`src/rtl/pls_pkg.sv`:
```
package pls_pkg;

  typedef enum logic [2:0] {
    S_IDLE  = 3'd0,
    S_GATE  = 3'd1,
    S_VSET  = 3'd2,
    S_PRST  = 3'd3,
    S_LOCK  = 3'd4,
    S_FAULT = 3'd5
  } seq_st_t;

  localparam logic [1:0] CODE_FULL  = 2'd0;
  localparam logic [1:0] CODE_MED   = 2'd1;
  localparam logic [1:0] CODE_LOW   = 2'd2;
  localparam logic [1:0] CODE_PLANE = 2'd3;

  // Only the full-speed profile needs the high core voltage.
  function automatic logic needs_high_v(input logic [1:0] code);
    return code == CODE_FULL;
  endfunction

  // A lower code is a faster level.
  function automatic logic is_raise(input logic [1:0] cur, input logic [1:0] tgt);
    return tgt < cur;
  endfunction

  function automatic int max3(input int a, input int b, input int c);
    int m;
    m = (a > b) ? a : b;
    return (m > c) ? m : c;
  endfunction

endpackage

```
`src/rtl/pls_cmd_decode.sv`:
```
module pls_cmd_decode
  import pls_pkg::*;
(
  input  logic       cmd_stb,
  input  logic [1:0] cmd_code,
  input  logic       cmd_plane,
  input  logic       ready,
  input  logic [1:0] cur_prof,
  output logic       spd_go,
  output logic [1:0] spd_tgt,
  output logic       plane_go,
  output logic       plane_val
);
  logic take;

  assign take      = cmd_stb && ready;
  assign spd_tgt   = cmd_code;
  assign spd_go    = take && (cmd_code != CODE_PLANE) && (cmd_code != cur_prof);
  assign plane_go  = take && (cmd_code == CODE_PLANE);
  assign plane_val = cmd_plane;
endmodule

```
`src/rtl/pls_reset_ctl.sv`:
```
module pls_reset_ctl #(
  parameter int POR_CYC = 16
) (
  input  logic clk,
  input  logic rst_n,
  input  logic supply_ok,
  input  logic tmo_fault,
  output logic cpu_rst
);
  localparam int CW = $clog2(POR_CYC + 1);
  localparam logic [CW-1:0] POR_LOAD = CW'(POR_CYC);

  logic [CW-1:0] stretch_cnt;

  always_ff @(posedge clk or negedge rst_n) begin
    if (!rst_n) begin
      stretch_cnt <= POR_LOAD;
    end else if (!supply_ok) begin
      stretch_cnt <= POR_LOAD;
    end else if (stretch_cnt != '0) begin
      stretch_cnt <= stretch_cnt - 1'b1;
    end
  end

  assign cpu_rst = (stretch_cnt != '0) || tmo_fault;
endmodule

```
`src/rtl/pls_seq_fsm.sv`:
```
module pls_seq_fsm
  import pls_pkg::*;
#(
  parameter int VBLANK_CYC = 4,
  parameter int VTO_CYC    = 40,
  parameter int PRST_CYC   = 3,
  parameter int LOCK_CYC   = 8
) (
  input  logic       clk,
  input  logic       rst_n,
  input  logic       spd_go,
  input  logic [1:0] spd_tgt,
  input  logic       vcore_good,
  output seq_st_t    st,
  output logic       vsel_high,
  output logic [1:0] prof_sel,
  output logic       ev_vstep,
  output logic       ev_pstep
);
  localparam int CNT_MAX = max3(VTO_CYC, PRST_CYC, LOCK_CYC);
  localparam int CW      = $clog2(CNT_MAX + 1);
  localparam logic [CW-1:0] VBL_MIN   = CW'(VBLANK_CYC);
  localparam logic [CW-1:0] VTO_LAST  = CW'(VTO_CYC - 1);
  localparam logic [CW-1:0] PRST_LAST = CW'(PRST_CYC - 1);
  localparam logic [CW-1:0] LOCK_LAST = CW'(LOCK_CYC - 1);

  logic [CW-1:0] cnt;
  logic [1:0]    tgt;
  logic          v_pend;
  logic          up_v;
  logic          v_ok;

  assign up_v = is_raise(prof_sel, tgt) && needs_high_v(tgt) && !vsel_high;
  assign v_ok = (cnt >= VBL_MIN) && vcore_good;

  assign ev_pstep = ((st == S_GATE) && !up_v) ||
                    ((st == S_VSET) && v_ok && (prof_sel != tgt));
  assign ev_vstep = ((st == S_GATE) && up_v) ||
                    ((st == S_LOCK) && (cnt == LOCK_LAST) && v_pend);

  always_ff @(posedge clk or negedge rst_n) begin
    if (!rst_n) begin
      st        <= S_IDLE;
      cnt       <= '0;
      tgt       <= CODE_FULL;
      vsel_high <= 1'b1;
      prof_sel  <= CODE_FULL;
      v_pend    <= 1'b0;
    end else begin
      case (st)
        S_IDLE: begin
          if (spd_go) begin
            tgt <= spd_tgt;
            cnt <= '0;
            st  <= S_GATE;
          end
        end
        S_GATE: begin
          cnt <= '0;
          if (up_v) begin
            vsel_high <= 1'b1;
            st        <= S_VSET;
          end else begin
            prof_sel <= tgt;
            v_pend   <= vsel_high && !needs_high_v(tgt);
            st       <= S_PRST;
          end
        end
        S_VSET: begin
          if (v_ok) begin
            cnt <= '0;
            if (prof_sel != tgt) begin
              prof_sel <= tgt;
              st       <= S_PRST;
            end else begin
              st <= S_IDLE;
            end
          end else if (cnt == VTO_LAST) begin
            st <= S_FAULT;
          end else begin
            cnt <= cnt + 1'b1;
          end
        end
        S_PRST: begin
          if (cnt == PRST_LAST) begin
            cnt <= '0;
            st  <= S_LOCK;
          end else begin
            cnt <= cnt + 1'b1;
          end
        end
        S_LOCK: begin
          if (cnt == LOCK_LAST) begin
            cnt <= '0;
            if (v_pend) begin
              vsel_high <= 1'b0;
              v_pend    <= 1'b0;
              st        <= S_VSET;
            end else begin
              st <= S_IDLE;
            end
          end else begin
            cnt <= cnt + 1'b1;
          end
        end
        S_FAULT: st <= S_FAULT;
        default: st <= S_IDLE;
      endcase
    end
  end
endmodule

```
`src/rtl/perf_level_sequencer.sv`:
```
module perf_level_sequencer
  import pls_pkg::*;
#(
  parameter int POR_CYC    = 16,
  parameter int VBLANK_CYC = 4,
  parameter int VTO_CYC    = 40,
  parameter int PRST_CYC   = 3,
  parameter int LOCK_CYC   = 8
) (
  input  logic       clk,
  input  logic       rst_n,
  input  logic       cmd_stb,
  input  logic [1:0] cmd_code,
  input  logic       cmd_plane,
  input  logic       vcore_good,
  input  logic       supply_ok,
  output logic       vsel_high,
  output logic [1:0] prof_sel,
  output logic       pll_rst,
  output logic       clk_en,
  output logic       cpu_hold,
  output logic       busy,
  output logic       plane_en,
  output logic       cpu_rst,
  output logic       fault
);
  seq_st_t    st;
  logic       spd_go;
  logic [1:0] spd_tgt;
  logic       plane_go;
  logic       plane_val;
  logic       ready;
  logic       ev_vstep;
  logic       ev_pstep;

  assign ready = (st == S_IDLE) && !cpu_rst;

  pls_cmd_decode u_dec (
    .cmd_stb   (cmd_stb),
    .cmd_code  (cmd_code),
    .cmd_plane (cmd_plane),
    .ready     (ready),
    .cur_prof  (prof_sel),
    .spd_go    (spd_go),
    .spd_tgt   (spd_tgt),
    .plane_go  (plane_go),
    .plane_val (plane_val)
  );

  pls_seq_fsm #(
    .VBLANK_CYC (VBLANK_CYC),
    .VTO_CYC    (VTO_CYC),
    .PRST_CYC   (PRST_CYC),
    .LOCK_CYC   (LOCK_CYC)
  ) u_fsm (
    .clk        (clk),
    .rst_n      (rst_n),
    .spd_go     (spd_go),
    .spd_tgt    (spd_tgt),
    .vcore_good (vcore_good),
    .st         (st),
    .vsel_high  (vsel_high),
    .prof_sel   (prof_sel),
    .ev_vstep   (ev_vstep),
    .ev_pstep   (ev_pstep)
  );

  assign fault = (st == S_FAULT);

  pls_reset_ctl #(
    .POR_CYC (POR_CYC)
  ) u_rst (
    .clk       (clk),
    .rst_n     (rst_n),
    .supply_ok (supply_ok),
    .tmo_fault (fault),
    .cpu_rst   (cpu_rst)
  );

  always_ff @(posedge clk or negedge rst_n) begin
    if (!rst_n) begin
      plane_en <= 1'b0;
    end else if (plane_go) begin
      plane_en <= plane_val;
    end
  end

  assign busy     = (st == S_GATE) || (st == S_VSET) || (st == S_PRST) || (st == S_LOCK);
  assign clk_en   = (st == S_IDLE);
  assign pll_rst  = (st == S_PRST);
  assign cpu_hold = busy || cpu_rst;
endmodule

```
`config.mk`:
```
export PLATFORM = sky130hd
export DESIGN_NAME = perf_level_sequencer
export DESIGN_NICKNAME = d
export VERILOG_FILES = /design/src/rtl/pls_pkg.sv /design/src/rtl/pls_cmd_decode.sv /design/src/rtl/pls_reset_ctl.sv /design/src/rtl/pls_seq_fsm.sv /design/src/rtl/perf_level_sequencer.sv
export SDC_FILE = /design/constraint.sdc
export NUM_CORES = 1
export LEC_CHECK = 0
export BUFFER_PORTS_ARGS = -buffer_cell sky130_fd_sc_hd__buf_2
export CAP_MARGIN = 10
export CORE_MARGIN = 1
export CORE_UTILIZATION = 35
export CTS_BUF_LIST = sky130_fd_sc_hd__clkbuf_4
export DETAILED_ROUTE_END_ITERATION = 10
export HOLD_SLACK_MARGIN = 0.1
export REMOVE_ABC_BUFFERS = 1
export SETUP_SLACK_MARGIN = 0.5
export SLEW_MARGIN = 0
export SYNTH_ARGS = -nofsm -noshare
export SYNTH_HDL_FRONTEND = slang
export SYNTH_SLANG_ARGS = --single-unit
```
`constraint.sdc`:
```
create_clock -name clk -period 2.1 [get_ports clk]
set_clock_uncertainty 0.2 [all_clocks]
set_input_delay 0.525 -clock clk [delete_from_list [all_inputs] [get_ports clk]]
set_output_delay 0.525 -clock clk [all_outputs]
set_load 0.005 [all_outputs]
```
Yosys cells after proc, flatten, opt, wreduce, memory -nomap -nowiden
Index checks and enable logic that the tools add are counted.
{"block": "totals", "romBits": 0, "mem_count": 0, "latch_bits": 0, "regBits": 21, "ramBits": 0, "output_inout_bits": 10, "wordCells": 92}
{"block": "classes", "reduce_logical": 29, "order_cmp": 2, "eq_ne": 23, "bitwise_logic": 0, "div_mod_pow": 0, "shifts": 0, "add_sub_neg": 2, "n_mul": 0, "mux": 28}
{"op": "$mux 6", "n": 5}
{"op": "$pmux 6 s5", "n": 1}
{"op": "$pmux 3 s6", "n": 1}
{"op": "$ne 2x1->1 const B", "n": 8}
{"op": "$mux 3", "n": 5}
{"op": "$reduce_and 4->1", "n": 3}
{"op": "$mux 2", "n": 5}
{"op": "$mux 5", "n": 2}
{"op": "$reduce_bool 5->1", "n": 2}
{"op": "$logic_and 1x1->1", "n": 9}
{"op": "$add 6x1->6 const B", "n": 1}
{"op": "$eq 3x2->1 const B", "n": 2}
{"op": "$eq 3x3->1 const B", "n": 2}
{"op": "$eq 6x2->1 const B", "n": 1}
{"op": "$eq 6x3->1 const B", "n": 1}
{"op": "$eq 6x6->1 const B", "n": 1}
{"op": "$ge 6x3->1 const B", "n": 1}
{"op": "$mux 1", "n": 6}
{"op": "$reduce_and 3->1", "n": 2}
{"op": "$logic_or 1x1->1", "n": 5}
{"op": "$sub 5x1->5 const B", "n": 1}
{"op": "$ne 2x2->1", "n": 2}
{"op": "$ne 2x2->1 const B", "n": 2}
{"op": "$pmux 1 s2", "n": 2}
{"op": "11 further kinds", "n": 14}

Logic depth before layout (Yosys ltp)
Gate-level depths: netlist of run 1.
{"block": "depth", "depth_word": 9, "ltp_mapped": 7, "mapped_depth_nobuf": 7}

Cells and area by module
From an unflattened synthesis of run 1, not the netlist that was laid out.
{"block": "unflattened", "cells_unflattened": 159, "area_unflattened_um2": 1532.7}
{"module": "pls_seq_fsm", "cells_each": 110, "area_per_inst_um2": 1082.3, "seq_area_each_um2": 376.6, "n_inst": 1}
{"module": "pls_reset_ctl", "cells_each": 27, "area_per_inst_um2": 285.3, "seq_area_each_um2": 126.4, "n_inst": 1}
{"module": "perf_level_sequencer", "cells_each": 10, "area_per_inst_um2": 98.8, "seq_area_each_um2": 25.0, "n_inst": 1}
{"module": "pls_cmd_decode", "cells_each": 12, "area_per_inst_um2": 66.3, "seq_area_each_um2": 0.0, "n_inst": 1}

Worst setup path after synthesis of run 1
Ideal clock, no wire load.
{"block": "synth_path", "kind": "reg2reg", "start": "register u_fsm.cnt[4]", "end": "register u_fsm.st[1]", "path_slack_ns": -0.116, "path_stages_with_launch": 7, "required_ns": 1.775, "n_path_buf": 1, "arrival_ns": 1.891, "cell_sequence": "dfrtp_1 -> buf_6 -> o41a_1 -> or3_4 -> o211ai_4 -> a21o_4 -> mux2_4"}
{"block": "synth_between", "elab_chain_cells": 4}
{"item": "from (decl)", "line": "pls_seq_fsm.sv:27", "source": "logic [CW-1:0] cnt;"}
{"item": "from (signal assigned)", "line": "pls_seq_fsm.sv:81", "source": "cnt <= cnt + 1'b1;"}
{"item": "from (signal assigned)", "line": "pls_seq_fsm.sv:89", "source": "cnt <= cnt + 1'b1;"}
{"item": "from (signal assigned)", "line": "pls_seq_fsm.sv:103", "source": "cnt <= cnt + 1'b1;"}
{"item": "$ge 6x3->1", "line": "pls_seq_fsm.sv:34", "source": "assign v_ok = (cnt >= VBL_MIN) && vcore_good;"}
{"item": "$logic_and 1x1->1", "line": "pls_seq_fsm.sv:34"}
{"item": "$mux 3 or $ne 3x1->1 (tied branches)"}
{"item": "$pmux 3 s6 or $reduce_and 4->1 (tied branches)"}
{"item": "to (signal assigned)", "line": "pls_seq_fsm.sv:55", "source": "st <= S_GATE;"}
{"item": "to (signal assigned)", "line": "pls_seq_fsm.sv:74", "source": "st <= S_PRST;"}
{"item": "to (signal assigned)", "line": "pls_seq_fsm.sv:76", "source": "st <= S_IDLE;"}
{"item": "to (decl)", "line": "pls_seq_fsm.sv:14", "source": "output seq_st_t st,"}
Several ways; a longest one is shown, not always the timed one.
A chain may end at the register's enable or synchronous reset.

Worst setup path in the final report of run 1
{"block": "layout_path", "start": "register u_rst.stretch_cnt[1]", "end": "output port cpu_hold"}
{"block": "layout_between", "elab_chain_cells": 3}
{"item": "from (decl)", "line": "pls_reset_ctl.sv:13", "source": "logic [CW-1:0] stretch_cnt;"}
{"item": "from (signal assigned)", "line": "pls_reset_ctl.sv:21", "source": "stretch_cnt <= stretch_cnt - 1'b1;"}
{"item": "$reduce_bool 5->1", "line": "pls_reset_ctl.sv:25", "source": "assign cpu_rst = (stretch_cnt != '0) || tmo_fault;"}
{"item": "$logic_or 1x1->1", "line": "pls_reset_ctl.sv:25"}
{"item": "$logic_or 1x1->1", "line": "perf_level_sequencer.sv:91", "source": "assign cpu_hold = busy || cpu_rst;"}
{"item": "to (decl)", "line": "perf_level_sequencer.sv:21", "source": "output logic cpu_hold,"}
Every way passes these cells.

==> out/qor.yml, run 1 <==
route:
  vias: 1551
  via_per_inst: 5.37
  detail_route.drc_violations: 0
  route.detailed.wl_per_inst_um: 15.8
  detailed_route_iter0_violations: 84
  ant_nets: 0
  detailed_route_wire_length_mm: 4.57
  detailedRoute.firstPassIterationCount: 4
sta:
  finalCriticalPeriod_ns: 2.37
  final_min_period_over_clock_period: 1.13
  finalHoldViolCount: 0
  timing.final.ws_setup_ns: -0.272
  maxClockFrequency_mhz: 422
  timing.final.setup_violations: 3
  final.hold.worst_slack_ns: 0.196
  timing.final.max_slew_violations: 0
  max_slew.worst_pin.slew_ns: 0.510
  slew_headroom: 0.660
  grt_setup_unrepaired: "yes"
placed_design:
  buffer_ports.inserted: 17
  gp_congestion: 0.825
  dp_hpwl_mm: 2.61
grt:
  grt_first_pass_wirelength_mm: 6.92
  grt.overflow.total: 0
  number_of_global_route_vias_before_repair: 1544
  grt_antenna_before_repair: 0
  grt_max_degree: 22
  grt_use_total: 0.205
worst_setup_path:
  crit_fanout: 3
  crit-reg2reg-launch: "u_fsm.cnt[5]"
  critPathBufInv: 2
  critPathCaptureType: "output pin"
  start_to_end_type_of_the_worst_setup_path: "reg -> out"
  slowest_library_cell_on_the_worst_path: "dfrtp_1"
  cp_top_family: "simple AND/OR/NAND/NOR gates"
  crit_path_max_incr_delay_ns: 0.41
  timing.critical_path.required_ns: 1.37
  timing.critical_path.cells: "inv_2, ha_4, nor4b_4, nand2_1, or2_4, buf_6"
  timing.critical_path.from: "u_rst.stretch_cnt[1]"
  worstPathArrival_ns: 1.65
  setup.worst_path.start_class: "flop"
synth:
  synth.lib_cells_used.distinct: 51
  number_of_enable_flip_flop_cells_after_synthesis: 0
  post-synth-top-area-cell: "dfrtp_1"
  synth-main-ff-cell: "dfrtp_1"
  synth_area_per_cell_sq_um: 8.89
  synth_area_leaders: "dfrtp_1 (32%), ha_1 (5.9%), nand2_1 (4.5%)"
  synth-seq-area-share: 0.356
  synthesis.yosys.warnings: 0
  yosys.cell_count.top_type: "dfrtp_1"
  netlist_area_sq_um: 1490
  yosysTopAreaCellShare: 0.320
  netlist_instances: 167
  ys_ff_latch: 21
  netlist_top_cells_count: "dfrtp_1 (19), nand2_1 (18), inv_1 (13), o21ai_0 (12), a21oi_1 (10)"
  ys_async_sr_fraction: 1.00
worst_hold_path:
  worstHoldStart: "supply_ok"
  hp-class: "in -> reg"
status:
  violated_checks: "setup timing"
  status: "complete, but fails checks"
layout:
  nFillCells: 334
  final_net_count: 255
  area_growth_syn_to_layout_pct: 64.8
  diodes: 0
  post_route_cells_drive_above_1_share: 0.586
pwr:
  leakage_dissipation_nw: 1.06
  vdd.ir_drop.worst_mv: 0.276
  total_power_consumption_of_the_routed_design_w: 0.00111
  powerDensity_nw_per_um2: 455
clock_network:
  clk-insertion-delay-late_ns: 0.31
  clockBufferDepth: 2
  cts_root_buffer: "clkbuf_4"
  clock_tree.htree_level_count: 1
  clock_sink_count: 21
  cts_made_buffers: 3
  cts_tree: "yes"
  clk_pin_slew_worst_paths_ns: 0.12
job:
  maxCapViolations: 0
die:
  floorplan.die_area_sq_um: 4510
  boundaryPins: 18
  design.core.area_sq_um: 4030
  fp.dieH_um: 67.1
  placementRows: 23
  initial_utilization: 0.369
  die_width_um: 67.1
==> report_power, final <==
part	leakage (nW)	internal [W]	switching, W	total, W
clock	0.0184	0.0000871	0.000129	0.000217
sequential	0.252	0.000453	0.0000513	0.000505
combinational	0.794	0.000221	0.000171	0.000392
total	1.06	0.000762	0.000352	0.00111
==> layout by cell type (no fill, tap or decap), types with 5 or more instances in the layout <==
cell,n
buf_4,41
nand2_1,16
buf_2,9
nor2_1,6
nand3_1,5
a21oi_2,5
buf_6,24
inv_1,8
inv_2,5
dfrtp_2,5
a21oi_1,5
nand2b_1,5
dfrtp_1,14
==> registers in the layout, indices dropped and copies added (netlist names) <==
signal / count
u_fsm.cnt: 6
u_fsm.prof_sel: 2
u_fsm.st: 3
u_fsm.vsel_high: 1
u_fsm.tgt: 2
plane_en: 1
u_rst.stretch_cnt: 5
u_fsm.v_pend: 1
==> worst register-to-register path: cells and delay by family (launching register included) <==
family	cells	cell delay, ns
AO/OA/AOI/OAI	3	0.80
flip-flops	1	0.43
multiplexers	1	0.29
AND/OR/NAND/NOR	1	0.37
==> worst paths after layout <==
check,slack (ns),depth (start not counted),end
worst max-delay path,-0.27,6,cpu_hold
worst min-delay path,0.20,2,u_rst.stretch_cnt[4]
worst max register to register,-0.08,5,u_fsm.st[1]
worst min register to register,0.31,2,u_fsm.vsel_high
max in group asynchronous,0.80,2,u_fsm.st[0]
min in group asynchronous,0.53,2,u_fsm.prof_sel[1]
==> through the flow <==
step / instance area, sq um / TNS, ns / setup slack, ns / instances / utilization
5_1_grt: 2450 / -0.956 / -0.372 / 289 / 0.607
3_3_place_gp: 1780 / 0 / 0.00406 / 251 / 0.441
3_5_place_dp: 1780 / -0.0365 / -0.0365 / 251 / 0.441
4_1_cts: 2280 / -0.586 / -0.257 / 283 / 0.567
6_report: 2450 / -0.626 / -0.272 / 289 / 0.607
2_1_floorplan: 1450 / -0.158 / -0.0934 / 160 / -
==> cell families after synthesis <==
group,after synthesis,share of synthesized area
AO/OA/AOI/OAI,50,0.244
XOR/XNOR,2,0.0118
adder cells (fa/ha/maj),7,0.0590
buffers and inverters,20,0.0581
flip-flops,21,0.356
multiplexers,3,0.0244
AND/OR/NAND/NOR,64,0.247
==> cell type report <==
cell class / instances / area [sq um] / area share
clock buffer: 4 / 30.0 / 0.0123
inverter: 13 / 48.8 / 0.0199
multi-input combinational: 126 / 1140 / 0.465
timing repair buffer: 75 / 633 / 0.259
tap: 50 / 62.6 / 0.0256
sequential: 21 / 534 / 0.218
==> repair_timing <==
item / 4_1_cts / 5_1_grt
pin swaps: 22 / 22
setup endpoints to repair: 27 / 30
setup buffers: 27 / 6
hold buffers: 1 / 0
gates resized for setup: 65 / 28
endpoints found under the hold margin: 19 / 0
==> metal layers <==
metal | global-route usage | vias up | part of all wire
li1 | - | 747 | -
met1 | 0.220 | 761 | 0.41
met2 | 0.404 | 35 | 0.54
met3 | 0.0253 | 8 | 0.028
met4 | 0.0718 | 0 | 0.019
met5 | 0 | - | 0
Note: power is estimated with default switching activity, not from simulation.
==> run 2, diff against run 1 <==
--- a/config.mk
+++ b/config.mk
@@ -7,7 +7,7 @@
 export LEC_CHECK = 0
 export BUFFER_PORTS_ARGS = -buffer_cell sky130_fd_sc_hd__buf_2
 export CAP_MARGIN = 10
-export CORE_MARGIN = 1
+export CORE_MARGIN = 5
 export CORE_UTILIZATION = 35
 export CTS_BUF_LIST = sky130_fd_sc_hd__clkbuf_4
 export DETAILED_ROUTE_END_ITERATION = 10
==> out/qor.yml, run 2 (synthesis gave the netlist of run 1 again) <==
status:
  status: "complete, but fails checks"
  violated_checks: "setup timing"
sta:
  timing.final.ws_setup_ns: -0.289
  finalCriticalPeriod_ns: 2.39
  timing.final.max_slew_violations: 0
  timing.final.setup_violations: 8
  slew_headroom: 0.641
  final_min_period_over_clock_period: 1.14
  maxClockFrequency_mhz: 419
  grt_setup_unrepaired: "yes"
  max_slew.worst_pin.slew_ns: 0.538
  finalHoldViolCount: 0
route:
  route.detailed.wl_per_inst_um: 16.5
  detailed_route_iter0_violations: 61
  vias: 1635
  detailed_route_wire_length_mm: 4.97
  detail_route.drc_violations: 0
  ant_nets: 0
  detailedRoute.firstPassIterationCount: 4
  via_per_inst: 5.43
grt:
  grt_first_pass_wirelength_mm: 7.60
  number_of_global_route_vias_before_repair: 1631
  gr-usage-met3: 0.0360
  grt_use_total: 0.172
  grt_max_degree: 22
  grt_antenna_before_repair: 0
  met1_usage_in_global_routing: 0.208
  gr-usage-met2: 0.318
  global_route.peak_usage_layer: "met2"
  grt.overflow.total: 0
die:
  fp.dieH_um: 75.1
  placementRows: 23
  die_width_um: 75.1
  initial_utilization: 0.366
  floorplan.die_area_sq_um: 5650
  boundaryPins: 18
  design.core.area_sq_um: 4060
pwr:
  leakage_dissipation_nw: 1.13
  total_power_consumption_of_the_routed_design_w: 0.00119
  vdd.ir_drop.worst_mv: 0.310
  powerDensity_nw_per_um2: 464
clock_network:
  clk-insertion-delay-late_ns: 0.33
  clock_sink_count: 21
  cts_root_buffer: "clkbuf_4"
  clk_pin_slew_worst_paths_ns: 0.15
  clock_tree.htree_level_count: 1
  cts_tree: "yes"
  clockBufferDepth: 2
  cts_made_buffers: 3
layout:
  area_growth_syn_to_layout_pct: 71.9
  post_route_cells_drive_above_1_share: 0.594
  final_net_count: 267
  layout.cells.most_common_list: "buf_4 (44), buf_6 (32), nand2_1 (16), dfrtp_1 (15), buf_2 (10)"
  largest_register: "u_fsm.cnt"
  diodes: 0
  layout_commonest_cell: "buf_4"
  finalNonFillerCells: 301
  largest_registers: "u_fsm.cnt (6), u_rst.stretch_cnt (5), u_fsm.st (3)"
  largest_reg_flops: 6
worst_setup_path:
  setup.worst_path.start_class: "flop"
  timing.critical_path.required_ns: 1.37
  critPathBufInv: 2
  crit_path_max_incr_delay_ns: 0.43
  slowest_library_cell_on_the_worst_path: "dfrtp_1"
  cp_top_family: "simple AND/OR/NAND/NOR gates"
  start_to_end_type_of_the_worst_setup_path: "reg -> out"
  timing.critical_path.cells: "inv_2, ha_4, nor4b_4, nand2_1, or2_4, buf_6"
  critPathCaptureType: "output pin"
  worstPathArrival_ns: 1.66
  crit_fanout: 3
placed_design:
  dp_hpwl_mm: 2.77
  numPlacedInstances: 251
  buffer_ports.inserted: 17
  gp_congestion: 0.861
  dp_slack_ns: -0.0283
job:
  maxCapViolations: 0
worst_hold_path:
  hp-class: "in -> reg"
## run 2: final timing paths
check,depth (start not counted),slack [ns],endpoint,startpoint
max in group asynchronous,2,0.81,u_fsm.cnt[3],rst_n
worst min-delay path,2,0.18,u_rst.stretch_cnt[4],supply_ok
min in group asynchronous,2,0.49,plane_en,rst_n
worst max register to register,10,-0.13,u_fsm.st[1],u_rst.stretch_cnt[1]
worst max-delay path,6,-0.29,cpu_hold,u_rst.stretch_cnt[1]
worst min register to register,2,0.40,u_rst.stretch_cnt[4],u_rst.stretch_cnt[4]
## run 2: area by class of cell
type	instances	area, sq um
Sequential cell	21	533
Multi-Input combinational cell	126	1130
Clock buffer	3	22.5
Tap cell	50	62.6
Clock inverter	1	5.00
Timing Repair Buffer	87	751
Fill cell	340	1500
Inverter	13	48.8
## run 2: per-layer routing
metal  vias up  part of all wire  routed length (um)
met3         8             0.041                 205
met5         -                 0                   0
met1       810              0.41                2030
met4         0             0.015                  73
li1        778                 -                   -
met2        39              0.54                2660
## run 2: per-stage QoR
stage                     utilization  setup TNS [ns]  area (sq um)  hold WS [ns]
final                           0.629          -0.944          2550         0.183
after global routing            0.629           -1.94          2550         0.190
after CTS                       0.566          -0.544          2300         0.175
after detailed placement        0.438         -0.0283          1780         0.295
after global placement          0.438               0          1780         0.289
after floorplan                     -          -0.158          1450        0.0294
## run 2: repair_timing
item / CTS / global route
setup endpoints to repair: 29 / 31
pin swaps: 30 / 18
setup buffers: 27 / 18
hold buffers: 1 / 0
hold endpoints to repair: 19 / 0
resized for setup: 71 / 27
## run 2: power breakdown
part	leakage [nW]	internal, W	total [W]	switching [W]
logic	0.857	0.000263	0.000458	0.000194
registers	0.252	0.000453	0.000507	0.0000538
clock network	0.0177	0.0000715	0.000221	0.000149
total	1.13	0.000788	0.00119	0.000398
## run 2: worst register-to-register path, cell delays in order (launching register included)
cell and delay (ns):
dfrtp_1 0.43, inv_2 0.09, ha_4 0.13, nor4b_4 0.20
buf_4 0.16, buf_6 0.08, buf_6 0.10, nand3_2 0.05
a21o_1 0.17, a21o_4 0.22, mux2_4 0.29
